===== src/rtl/fpwm_pkg.sv =====
`timescale 1ns/1ps
package fpwm_pkg;
  localparam int REG_W     = 32;
  localparam int CNT_W     = 8;
  localparam int DIVH_W    = 4;
  localparam int DIVL_W    = 8;
  localparam int CTRL_USED = 12 + 8;

  // duty word field offsets (software-visible)
  localparam int PER_LSB  = 24;
  localparam int WDT_LSB  = 16;
  localparam int FALL_LSB = 8;
  localparam int RISE_LSB = 0;

  // packed to match control[19:0]
  typedef struct packed {
    logic              wdt_sel;
    logic              wdt_en;
    logic              sync_dis;
    logic              clk_en;
    logic              lvl;
    logic              inv;
    logic              od;
    logic              pin_en;
    logic [DIVH_W-1:0] div_h;
    logic [DIVL_W-1:0] div_l;
  } ctrl_t;

  typedef struct packed {
    logic [CNT_W-1:0] period;
    logic [CNT_W-1:0] fall;
    logic [CNT_W-1:0] rise;
  } wave_cfg_t;
endpackage


===== src/rtl/fpwm_regs.sv =====
`timescale 1ns/1ps
module fpwm_regs
  import fpwm_pkg::*;
(
  input  logic             clk_i,
  input  logic             rst_ni,
  input  logic             we_i,
  input  logic             sel_i,
  input  logic [REG_W-1:0] wdata_i,
  input  logic             wdt_i,
  input  logic             load_act_i,
  output ctrl_t            ctrl_o,
  output wave_cfg_t        act_o,
  output logic [REG_W-1:0] rdata_o
);
  logic [CTRL_USED-1:0] ctrl_q;
  logic [REG_W-1:0]     duty_q, duty_d;
  wave_cfg_t            act_q;

  assign ctrl_o = ctrl_t'(ctrl_q);
  assign act_o  = act_q;

  always_comb begin
    duty_d = (we_i && sel_i) ? wdata_i : duty_q;
    if (wdt_i && ctrl_o.wdt_en) begin
      if (ctrl_o.wdt_sel) duty_d[FALL_LSB +: CNT_W] = duty_d[WDT_LSB +: CNT_W];
      else                duty_d[RISE_LSB +: CNT_W] = duty_d[WDT_LSB +: CNT_W];
    end
  end

  always_ff @(posedge clk_i or negedge rst_ni) begin
    if (!rst_ni) begin
      ctrl_q <= '0;
      duty_q <= '0;
      act_q  <= '0;
    end else begin
      if (we_i && !sel_i) ctrl_q <= wdata_i[CTRL_USED-1:0];
      duty_q <= duty_d;
      // shadow copy: the counter logic only ever sees act_q
      if (load_act_i)
        act_q <= {duty_q[PER_LSB +: CNT_W], duty_q[FALL_LSB +: CNT_W], duty_q[RISE_LSB +: CNT_W]};
    end
  end

  assign rdata_o = sel_i ? duty_q : {{(REG_W-CTRL_USED){1'b0}}, ctrl_q};

  assert_wdt_ignored_R10: assert property (@(posedge clk_i) disable iff (!rst_ni)
    (wdt_i && !ctrl_o.wdt_en && !we_i) |=> $stable(duty_q));

  assert_wdt_fall_R10: assert property (@(posedge clk_i) disable iff (!rst_ni)
    (wdt_i && ctrl_o.wdt_en && ctrl_o.wdt_sel && !we_i)
      |=> duty_q[FALL_LSB +: CNT_W] == $past(duty_q[WDT_LSB +: CNT_W]));
endmodule


===== src/rtl/fpwm_prescaler.sv =====
`timescale 1ns/1ps
module fpwm_prescaler #(
  parameter int DIVH_W = 4,
  parameter int DIVL_W = 8
) (
  input  logic              clk_i,
  input  logic              rst_ni,
  input  logic              run_i,
  input  logic [DIVH_W-1:0] div_h_i,
  input  logic [DIVL_W-1:0] div_l_i,
  output logic              tick_o
);
  localparam int PH_W = (1 << DIVH_W) - 1;

  logic [PH_W-1:0]   cnt_h_q, mask_h;
  logic [DIVL_W-1:0] cnt_l_q;
  logic              tick_h;

  assign mask_h = ~({PH_W{1'b1}} << div_h_i);
  assign tick_h = cnt_h_q >= mask_h;
  assign tick_o = run_i && tick_h && (cnt_l_q >= div_l_i);

  always_ff @(posedge clk_i or negedge rst_ni) begin
    if (!rst_ni) begin
      cnt_h_q <= '0;
      cnt_l_q <= '0;
    end else if (run_i) begin
      cnt_h_q <= tick_h ? '0 : cnt_h_q + 1'b1;
      if (tick_h) cnt_l_q <= (cnt_l_q >= div_l_i) ? '0 : cnt_l_q + 1'b1;
    end
  end

  assert_tick_gap_R4: assert property (@(posedge clk_i) disable iff (!rst_ni)
    (tick_o && (div_h_i != '0 || div_l_i != '0) && $stable(div_h_i) && $stable(div_l_i))
      |=> !tick_o);
endmodule


===== src/rtl/fpwm_wave.sv =====
`timescale 1ns/1ps
module fpwm_wave
  import fpwm_pkg::*;
(
  input  logic      clk_i,
  input  logic      rst_ni,
  input  logic      run_i,
  input  logic      tick_i,
  input  logic      sync_dis_i,
  input  logic      clk_en_i,
  input  logic      pin_en_i,
  input  logic      inv_i,
  input  logic      od_i,
  input  logic      lvl_i,
  input  wave_cfg_t cfg_i,
  output logic      boundary_o,
  output logic      pwm_o,
  output logic      oe_no
);
  logic [CNT_W-1:0] cnt_q;
  logic             lvl_q, lvl_c, logic_lvl, pin_val;

  assign boundary_o = tick_i && (cnt_q >= cfg_i.period);

  // equal points force low; otherwise set on rise, clear on fall, else hold
  assign lvl_c = (cfg_i.rise != cfg_i.fall) &&
                 ((cnt_q == cfg_i.rise) || ((cnt_q != cfg_i.fall) && lvl_q));

  always_ff @(posedge clk_i or negedge rst_ni) begin
    if (!rst_ni) begin
      cnt_q <= '0;
      lvl_q <= 1'b0;
    end else begin
      if (tick_i) cnt_q <= boundary_o ? '0 : cnt_q + 1'b1;
      if (run_i)  lvl_q <= lvl_c;
    end
  end

  assign logic_lvl = clk_en_i ? lvl_c : lvl_i;
  assign pin_val   = logic_lvl ^ inv_i;
  assign pwm_o     = pin_en_i & pin_val;
  assign oe_no     = !pin_en_i || (od_i && pin_val);

  assert_hold_R6: assert property (@(posedge clk_i) disable iff (!rst_ni)
    !run_i |=> $stable(cnt_q) && $stable(lvl_q));

  assert_eq_low_R3: assert property (@(posedge clk_i) disable iff (!rst_ni)
    (run_i && cfg_i.rise == cfg_i.fall) |=> !lvl_q);

  assert_sync_R9: assert property (@(posedge clk_i) disable iff (!rst_ni)
    (run_i && $past(run_i) && !sync_dis_i && !$past(sync_dis_i) && !$stable(cfg_i))
      |-> cnt_q == '0);

  assert_od_R8: assert property (@(posedge clk_i) disable iff (!rst_ni)
    (pin_en_i && od_i && pwm_o) |-> oe_no);

  assert_off_R5: assert property (@(posedge clk_i) disable iff (!rst_ni)
    !pin_en_i |-> (!pwm_o && oe_no));
endmodule


===== src/rtl/fan_pwm_chan.sv =====
`timescale 1ns/1ps
module fan_pwm_chan
  import fpwm_pkg::*;
(
  input  logic             clk_i,
  input  logic             rst_ni,
  input  logic             reg_we_i,
  input  logic             reg_sel_i,
  input  logic [REG_W-1:0] reg_wdata_i,
  input  logic             wdt_evt_i,
  output logic [REG_W-1:0] reg_rdata_o,
  output logic             pwm_o,
  output logic             pwm_oe_no
);
  ctrl_t     ctrl;
  wave_cfg_t act;
  logic      run, tick, boundary, load_act;

  assign run      = ctrl.clk_en && ctrl.pin_en;
  assign load_act = ctrl.sync_dis || !run || boundary;

  fpwm_regs i_regs (
    .clk_i      (clk_i),
    .rst_ni     (rst_ni),
    .we_i       (reg_we_i),
    .sel_i      (reg_sel_i),
    .wdata_i    (reg_wdata_i),
    .wdt_i      (wdt_evt_i),
    .load_act_i (load_act),
    .ctrl_o     (ctrl),
    .act_o      (act),
    .rdata_o    (reg_rdata_o)
  );

  fpwm_prescaler #(.DIVH_W(DIVH_W), .DIVL_W(DIVL_W)) i_presc (
    .clk_i   (clk_i),
    .rst_ni  (rst_ni),
    .run_i   (run),
    .div_h_i (ctrl.div_h),
    .div_l_i (ctrl.div_l),
    .tick_o  (tick)
  );

  fpwm_wave i_wave (
    .clk_i      (clk_i),
    .rst_ni     (rst_ni),
    .run_i      (run),
    .tick_i     (tick),
    .sync_dis_i (ctrl.sync_dis),
    .clk_en_i   (ctrl.clk_en),
    .pin_en_i   (ctrl.pin_en),
    .inv_i      (ctrl.inv),
    .od_i       (ctrl.od),
    .lvl_i      (ctrl.lvl),
    .cfg_i      (act),
    .boundary_o (boundary),
    .pwm_o      (pwm_o),
    .oe_no      (pwm_oe_no)
  );
endmodule


===== config.mk =====
export PLATFORM = sky130hd
export DESIGN_NAME = fan_pwm_chan
export DESIGN_NICKNAME = d
export VERILOG_FILES = /design/src/rtl/fpwm_pkg.sv /design/src/rtl/fpwm_regs.sv /design/src/rtl/fpwm_prescaler.sv /design/src/rtl/fpwm_wave.sv /design/src/rtl/fan_pwm_chan.sv
export SDC_FILE = /design/constraint.sdc
export NUM_CORES = 1
export LEC_CHECK = 0
export ABC_AREA = 1
export BUFFER_PORTS_ARGS = -buffer_cell sky130_fd_sc_hd__buf_2
export CAP_MARGIN = 30
export CORE_ASPECT_RATIO = 2
export CORE_MARGIN = 1.5
export CORE_UTILIZATION = 45
export CTS_CLUSTER_DIAMETER = 200
export DETAILED_ROUTE_END_ITERATION = 12
export GPL_ROUTABILITY_DRIVEN = 1
export PLACE_DENSITY = 0.67
export SYNTH_ARGS = -nofsm -noshare
export SYNTH_HDL_FRONTEND = slang
export SYNTH_HIERARCHICAL = 1
export SYNTH_SLANG_ARGS = --single-unit

===== constraint.sdc =====
create_clock -name clk_i -period 4.2 [get_ports clk_i]
set_input_delay 0.42 -clock clk_i [delete_from_list [all_inputs] [get_ports clk_i]]
set_output_delay 0.42 -clock clk_i [all_outputs]
set_load 0.01 [all_outputs]

==> implementation parameters, run 1 <==
Parameter                              Value

Placed design
  Setup Slack @ Placement    0.564 ns
  Total half-perimeter wirelength after legalization and detailed placement    11900 um
  # placed instances    1111
  Cell area after placement    7010 um2
  Port-buffer cells    70
  Weighted congestion at the end of routability-driven global placement    a little under 0.9

Global route
  Grt total ovfl    0
  Vias in the first global route    5376
  Maximum number of pins on one net before global-route repair    64
  Wire length of the first global-routing pass    26100 um
  GRT Util Overall    approximately 22%
  Number of antenna violations at the first check in global routing    0

Yosys
  Share of flip-flops with an asynchronous set or reset after synthesis    between 90% and 100%
  Post-synth EDFFs    0
  Number of different library cells in the post-synthesis netlist    36
  Largest area contributor in the netlist    dfrtp_1
  Count leader, synth    nand2_1
  Post-synthesis cell area    6560 um2
  List of most frequent post-synthesis cells    307 x nand2_1, 108 x dfrtp_1, 99 x inv_1, 76 x nand3_1, 67 x nor2_1
  Most used DFF post-synth    dfrtp_1
  Area share of the largest cell type after synthesis    41.2%
  Synthesized instance count    871
  Top cells by area in the synthesized netlist    dfrtp_1 41%, nand2_1 18%, ha_1 6.5%
  Yosys warns    6
  Part of the Yosys area used for sequential elements    41.2%
  #FFs+latches synth    roughly 110
  Number of nets produced by synthesis    about 940
  Average cell area after synthesis    7.53 um2

Setup path
  Critical Path End    i_regs/act_o[4]
  Crit path buffers/inverters    4
  Total stage count of the critical path    19
  Critical path data required time    4.47 ns
  Register-to-register setup slack    0.47 ns
  Source of the critical timing path    i_regs/ctrl_o[11]
  Worst Path Class, Setup    reg -> reg
  Crit path launch type    register
  Number of cells on the worst reg-to-reg path    19
  Endpoint of the lowest-slack register-to-register path    i_regs/act_o[4]
  Origin of the critical flop-to-flop path    i_regs/ctrl_o[11]
  CP peak stage delay    0.57 ns
  Dominant delay contributor by cell family on the critical path    simple AND/OR/NAND/NOR gates
  Cells traversed along the worst timing path    nand2_1, inv_1, nand2_1, ha_1, nand2_1, nor2_2, inv_1, nor2_1, nand2_1, nand3_2, nand2_2, nor2_1, nand2_1, inv_2, nor2_2, nand2_2, buf_4, nor2_1, a21oi_1
  Most used cell, CP    nand2_1
  Data arrival time of the critical path    4.01 ns
  Master of the slowest instance on the critical path    dfrtp_1
  Crit path max fanout    20
  Type of element capturing the critical path    register

Power and ir drop
  Leakage    3.99 nW
  Internal power of the cells    1.88 mW
  Proportion of power drawn by flip-flops and latches    46.9%
  Peak supply drop    0.251 mV
  Net switching power    around 970 uW
  Power per unit of standard cell area    391 nW/um2
  Final total power    2.85 mW
  Combinational share of power    around a quarter
  Clock network power share    29.2%
  Switching share of power    between 30% and 40%

Drt
  DRT iter0 DRCs    between 300 and 400
  Via/cell ratio    approximately 5.0
  Overall via count from detail_route    around 5600
  Number of search-and-repair iterations in the first detailed-routing pass    7
  Final routed wirelength across all metal layers    15800 um
  Number of design rule violations left after detail routing    0
  Number of nets with antenna violations after detailed routing    0
  Drt wl/cell    14.0 um

Floorplan
  Die X    88.3 um
  Initial Utilization    roughly 46%
  FP Rows    62
  Core area    14300 um2
  Die Y    174 um
  IO Pins    71
  Area of the die    15300 um2

Clocking
  Clock tree from TritonCTS    built
  Clk Latency, worst-skew pair    approximately 0.35 ns
  CTS root buffer    clkbuf_16
  Number of buffers inserted by hold repair at cts    0
  Number of buffers inserted to repair setup after CTS    0
  Clock-pin transition on the worst setup and hold timing paths    about 0.080 ns
  Inserted Clock Buffers    9
  H-tree level count    3
  Number of gates resized after CTS    0
  Maximum number of buffers from clock root to sink    2
  Clock sinks    108

Timing
  Number of failing setup endpoints in the final timing report    0
  Peak Freq    0.268 GHz
  Hold violation total from the final report    0
  Worst max-slew margin expressed relative to the limit    45.8%
  Worst-case clock skew    0.0119 ns
  Unrepaired setup endpoints after global routing    false
  Fin Hold WS    0.151 ns
  Final worst slack    0.469 ns
  Fin. max-slew vios    0
  Min cycle time layout    3.73 ns
  Fin crit share    88.8%
  Transition at the pin with the smallest max-transition slack    between 0.8 and 0.9 ns
  Final total negative setup slack    0 ns

Final layout
  Fraction of final layout cells sized beyond drive strength 1    15.1%
  Final core utilization    51.1%
  Area delta synth->final    11.3%
  Count of non-filler cells in the finished layout    about 1100
  Final standard cell area without fillers    7300 um2
  Antenna Diode Count    0
  Number of nets in the layout    roughly 1000

Flow run
  MaxCap Viol Count    0

Outcome
  Status    finished clean

Min path
  Kind of path behind the tightest hold check    in -> async
[power groups by stage]
stage	combinational [mW]	clock (mW)	sequential [mW]
global placement	0.668	0	1.36
finish	0.680	0.834	1.34
CTS	0.687	0.854	1.34
global route	0.787	0.895	1.36
detailed placement	0.684	0	1.36
floorplan	0.509	0	1.31
[worst reg2reg max path: cells and delay by family, from the launching register on]
family          cells  cell delay [ns]
fa+ha+maj           1             0.28
compound gates      1             0.12
buf+inv             4             0.62
simple gates       13             2.08
flops               1             0.57
[state kept, by name, indices dropped and copies added (netlist names)]
register / cells
i_presc/cnt_h_q: 15
i_regs/act_o: 24
i_regs/ctrl_o: 20
i_presc/cnt_l_q: 8
i_regs/duty_q: 32
i_wave/lvl_q: 1
i_wave/cnt_q: 8
[cell usage in the layout (no fill, tap or decap), drive strengths merged, types with 4 or more instances in the layout]
master | synthesis | routed
inv | 111 | 113
ha | 34 | 34
nor2 | 74 | 74
a21oi | 25 | 25
mux2 | 14 | 14
nand2 | 311 | 311
nand3 | 82 | 82
xor2 | 15 | 15
nor3 | 7 | 7
clkbuf | 4 | 10
xnor2 | 17 | 17
nand4 | 5 | 5
o21ai | 27 | 27
buf | 24 | 76
dfrtp | 108 | 108
or2 | 4 | 4
[routing by layer]
layer / share of wire [%] / track usage (%)
met1: 39 / 25.3
met5: 0 / 0
met2: 54 / 39.0
met4: 4.6 / 11.3
met3: 2.8 / 2.71
[worst min-delay path by stage]
stage,to,slack (ns)
3_3_place_gp,i_regs/duty_q[30],0.49
4_1_cts,i_presc/cnt_h_q[8],0.19
2_1_floorplan,i_presc/cnt_h_q[0],0.12
3_5_place_dp,i_regs/duty_q[31],0.49
5_1_grt,i_regs/act_o[17],0.23
6_report,i_presc/cnt_h_q[4],0.15
[cells by family (layout without fill, tap and decap cells)]
logic type	count (synthesis)	count (layout)	share of synthesized area, %
AOI/OAI and AO/OA	60	60	4.94
muxes	14	14	2.41
xor gates and xnor gates	32	32	4.28
adders and majority gates	34	34	6.49
and+or+nand+nor	484	484	31.4
buffers and inverters	139	203	9.28
DFF	108	108	41.2
[area by class of cell]
class	count	area, um2
clock buffer	10	229
sequential	108	2700
timing repair buffer	76	405
fill	1443	6980
tap	192	240
clock inverter	6	58.8
inverter	111	417
multi-input combinational	624	3240
Note: power is estimated with default switching activity, not from simulation.
==> run 2, diff against run 1 <==
--- a/config.mk
+++ b/config.mk
@@ -8,13 +8,13 @@
 export ABC_AREA = 1
 export BUFFER_PORTS_ARGS = -buffer_cell sky130_fd_sc_hd__buf_2
 export CAP_MARGIN = 30
-export CORE_ASPECT_RATIO = 2
+export CORE_ASPECT_RATIO = 0.9
 export CORE_MARGIN = 1.5
-export CORE_UTILIZATION = 45
+export CORE_UTILIZATION = 40
 export CTS_CLUSTER_DIAMETER = 200
 export DETAILED_ROUTE_END_ITERATION = 12
 export GPL_ROUTABILITY_DRIVEN = 1
-export PLACE_DENSITY = 0.67
+export PLACE_DENSITY = 0.61
 export SYNTH_ARGS = -nofsm -noshare
 export SYNTH_HDL_FRONTEND = slang
 export SYNTH_HIERARCHICAL = 1
==> implementation parameters, run 2 (synthesis results as in run 1) <==
Parameter                              Value

Drt
  Overall via count from detail_route    5532 (-1.4%)
  Via/cell ratio    4.85 (-2.5%)
  DRT iter0 DRCs    413 (+34%)
  Number of design rule violations left after detail routing    0 (unchanged)
  Number of nets with antenna violations after detailed routing    0 (unchanged)
  Number of search-and-repair iterations in the first detailed-routing pass    5 (-2)
  Final routed wirelength across all metal layers    15900 um (+0.95%)
  Drt wl/cell    13.9 um (-0.20%)

Timing
  Worst-case clock skew    0.00660 ns (-0.00532 ns)
  Min cycle time layout    3.69 ns (-0.0361 ns)
  Peak Freq    0.271 GHz (+0.98%)
  Number of failing setup endpoints in the final timing report    0 (unchanged)
  Final total negative setup slack    0 ns (unchanged)
  Fin crit share    88.0% (-0.86 points)
  Worst max-slew margin expressed relative to the limit    46.7% (+0.95 points)
  Transition at the pin with the smallest max-transition slack    0.799 ns (-0.0142 ns)
  Fin. max-slew vios    0 (unchanged)
  Final worst slack    0.505 ns (+0.0361 ns)
  Hold violation total from the final report    0 (unchanged)
  Unrepaired setup endpoints after global routing    false

Placed design
  Weighted congestion at the end of routability-driven global placement    0.895 (+1.3%)
  Total half-perimeter wirelength after legalization and detailed placement    11900 um (-0.56%)
  Setup Slack @ Placement    0.535 ns (-0.0288 ns)
  Port-buffer cells    70 (unchanged)

Clocking
  Clk Latency, worst-skew pair    0.35 ns (about the same)
  Clock-pin transition on the worst setup and hold timing paths    0.07 ns (about the same)
  Number of gates resized after CTS    0 (unchanged)
  Number of buffers inserted by hold repair at cts    0 (unchanged)
  Clock tree from TritonCTS    built
  Number of buffers inserted to repair setup after CTS    0 (unchanged)
  CTS root buffer    clkbuf_16
  Clock sinks    108 (unchanged)
  H-tree level count    3 (unchanged)
  Maximum number of buffers from clock root to sink    2 (unchanged)
  Inserted Clock Buffers    9 (unchanged)

Setup path
  Type of element capturing the critical path    register
  Worst Path Class, Setup    reg -> reg
  Crit path launch type    register
  Crit path max fanout    27 (+35%)
  Data arrival time of the critical path    3.93 ns (-0.08 ns)
  Master of the slowest instance on the critical path    dfrtp_1
  Cells traversed along the worst timing path    nand2_1, inv_1, nand2_1, ha_1, nand2_1, nor2_2, inv_1, nor2_1, nand2_1, nand3_2, nand2_2, nor2_1, nand2_1, inv_2, nor2_2, nand2_2, buf_12, mux2_2
  CP peak stage delay    0.55 ns (-0.02 ns)
  Most used cell, CP    nand2_1
  Critical path data required time    4.44 ns (-0.03 ns)

Floorplan
  FP Rows    44 (-29%)
  IO Pins    71 (unchanged)
  Area of the die    17200 um2 (+12%)
  Initial Utilization    40.8% (-5.1 points)
  Die X    138 um (+56%)
  Core area    16100 um2 (+13%)
  Die Y    124 um (-28%)

Final layout
  Flip-flop and latch area    2700 um2 (unchanged)
  FILL cells    1661 (+15%)
  Area delta synth->final    11.3% (about the same)
  Commonest cells after routing, fill and taps aside    307 x nand2_1, 108 x dfrtp_1, 99 x inv_1
  Number of nets in the layout    999 (-0.20%)
  Combined area of the multi-input logic cells    3240 um2 (unchanged)
  Number of flip-flops under the largest register name    32 (unchanged)
  Most flops, register    i_regs/duty_q
  Most common library cell in the layout ignoring fill and taps    nand2_1
  Antenna Diode Count    0 (unchanged)
  Fraction of final layout cells sized beyond drive strength 1    15.0% (-0.075 points)

Global route
  Number of antenna violations at the first check in global routing    0 (unchanged)
  GRT Util Overall    19.7% (-2.4 points)
  Grt total ovfl    0 (unchanged)
  Wire length of the first global-routing pass    26400 um (+0.85%)
  Vias in the first global route    5078 (-5.5%)
  Maximum number of pins on one net before global-route repair    55 (-14%)

Power and ir drop
  Peak supply drop    0.228 mV (-8.9%)
  Leakage    3.98 nW (-0.22%)
  Final total power    2.84 mW (-0.55%)
  Power per unit of standard cell area    389 nW/um2 (-0.53%)

Flow run
  MaxCap Viol Count    0 (unchanged)

Min path
  Kind of path behind the tightest hold check    in -> async

Outcome
  Status    finished clean
[run 2: cell count changes in the layout (fill, tap and decap cells not counted), sizes merged]
cell / delta
buf: -2
clkinvlp: +1
inv: -1
[run 2: power by group]
part           total [mW]  leakage (nW)  internal [mW]  switching [mW]
Clock               0.809         0.135          0.418           0.391
Combinational       0.690          2.49          0.278           0.412
Sequential           1.34          1.35           1.19           0.147
Total                2.84          3.98           1.89           0.950
[run 2: worst paths after layout]
| kind | slack (ns) | start | endpoint | depth (start not counted) |
|---|---|---|---|---|
| min in group clk_i | 0.26 | reg_wdata_i[31] | i_regs/duty_q[31] | 3 |
| hold / removal | 0.11 | rst_ni | i_regs/duty_q[30] | 1 |
| hold reg to reg | 0.50 | i_regs/ctrl_o[13] | i_regs/ctrl_o[13] | 2 |
| max in group asynchronous | 3.20 | rst_ni | i_regs/ctrl_o[13] | 2 |
| setup reg to reg | 0.51 | i_regs/ctrl_o[11] | i_regs/act_o[16] | 18 |
| setup / recovery | 0.51 | i_regs/ctrl_o[11] | i_regs/act_o[16] | 18 |
[run 2: cell type report]
| cell class | count | share of cell area, % |
|---|---|---|
| inverters | 111 | 5.71 |
| clock inverters | 6 | 0.532 |
| repair buffers | 74 | 5.42 |
| flip-flops and latches | 108 | 37.0 |
| well taps | 207 | 3.55 |
| multi-input cells | 624 | 44.5 |
| clock buffers | 10 | 3.28 |
[run 2: metal layers]
| metal | track usage, % | part of all wire (%) | vias up |
|---|---|---|---|
| met5 | 0 | 0 | - |
| li1 | - | - | 2830 |
| met1 | 30.4 | 51 | 2567 |
| met3 | 4.15 | 6.2 | 11 |
| met4 | 4.17 | 1.0 | 0 |
| met2 | 28.2 | 41 | 124 |
[run 2: through the flow]
step / util (%) / hold WS (ns) / instances / cell area, um2
after floorplan: - / 0.124 / 871 / 6560
after CTS: 45.4 / 0.141 / 1140 / 7300
after global routing: 45.4 / 0.171 / 1140 / 7300
final: 45.4 / 0.112 / 1140 / 7300
after global placement: 43.7 / 0.486 / 1124 / 7020
after detailed placement: 43.7 / 0.483 / 1124 / 7020
[run 2: critical path: cells and delay by family (launching register included)]
kind                     cells  cell delay [ns]
AND/OR/NAND/NOR             12             1.84
flip-flops                   1             0.55
buffers and inverters        4             0.52
multiplexers                 1             0.34
adder cells (fa/ha/maj)      1             0.29
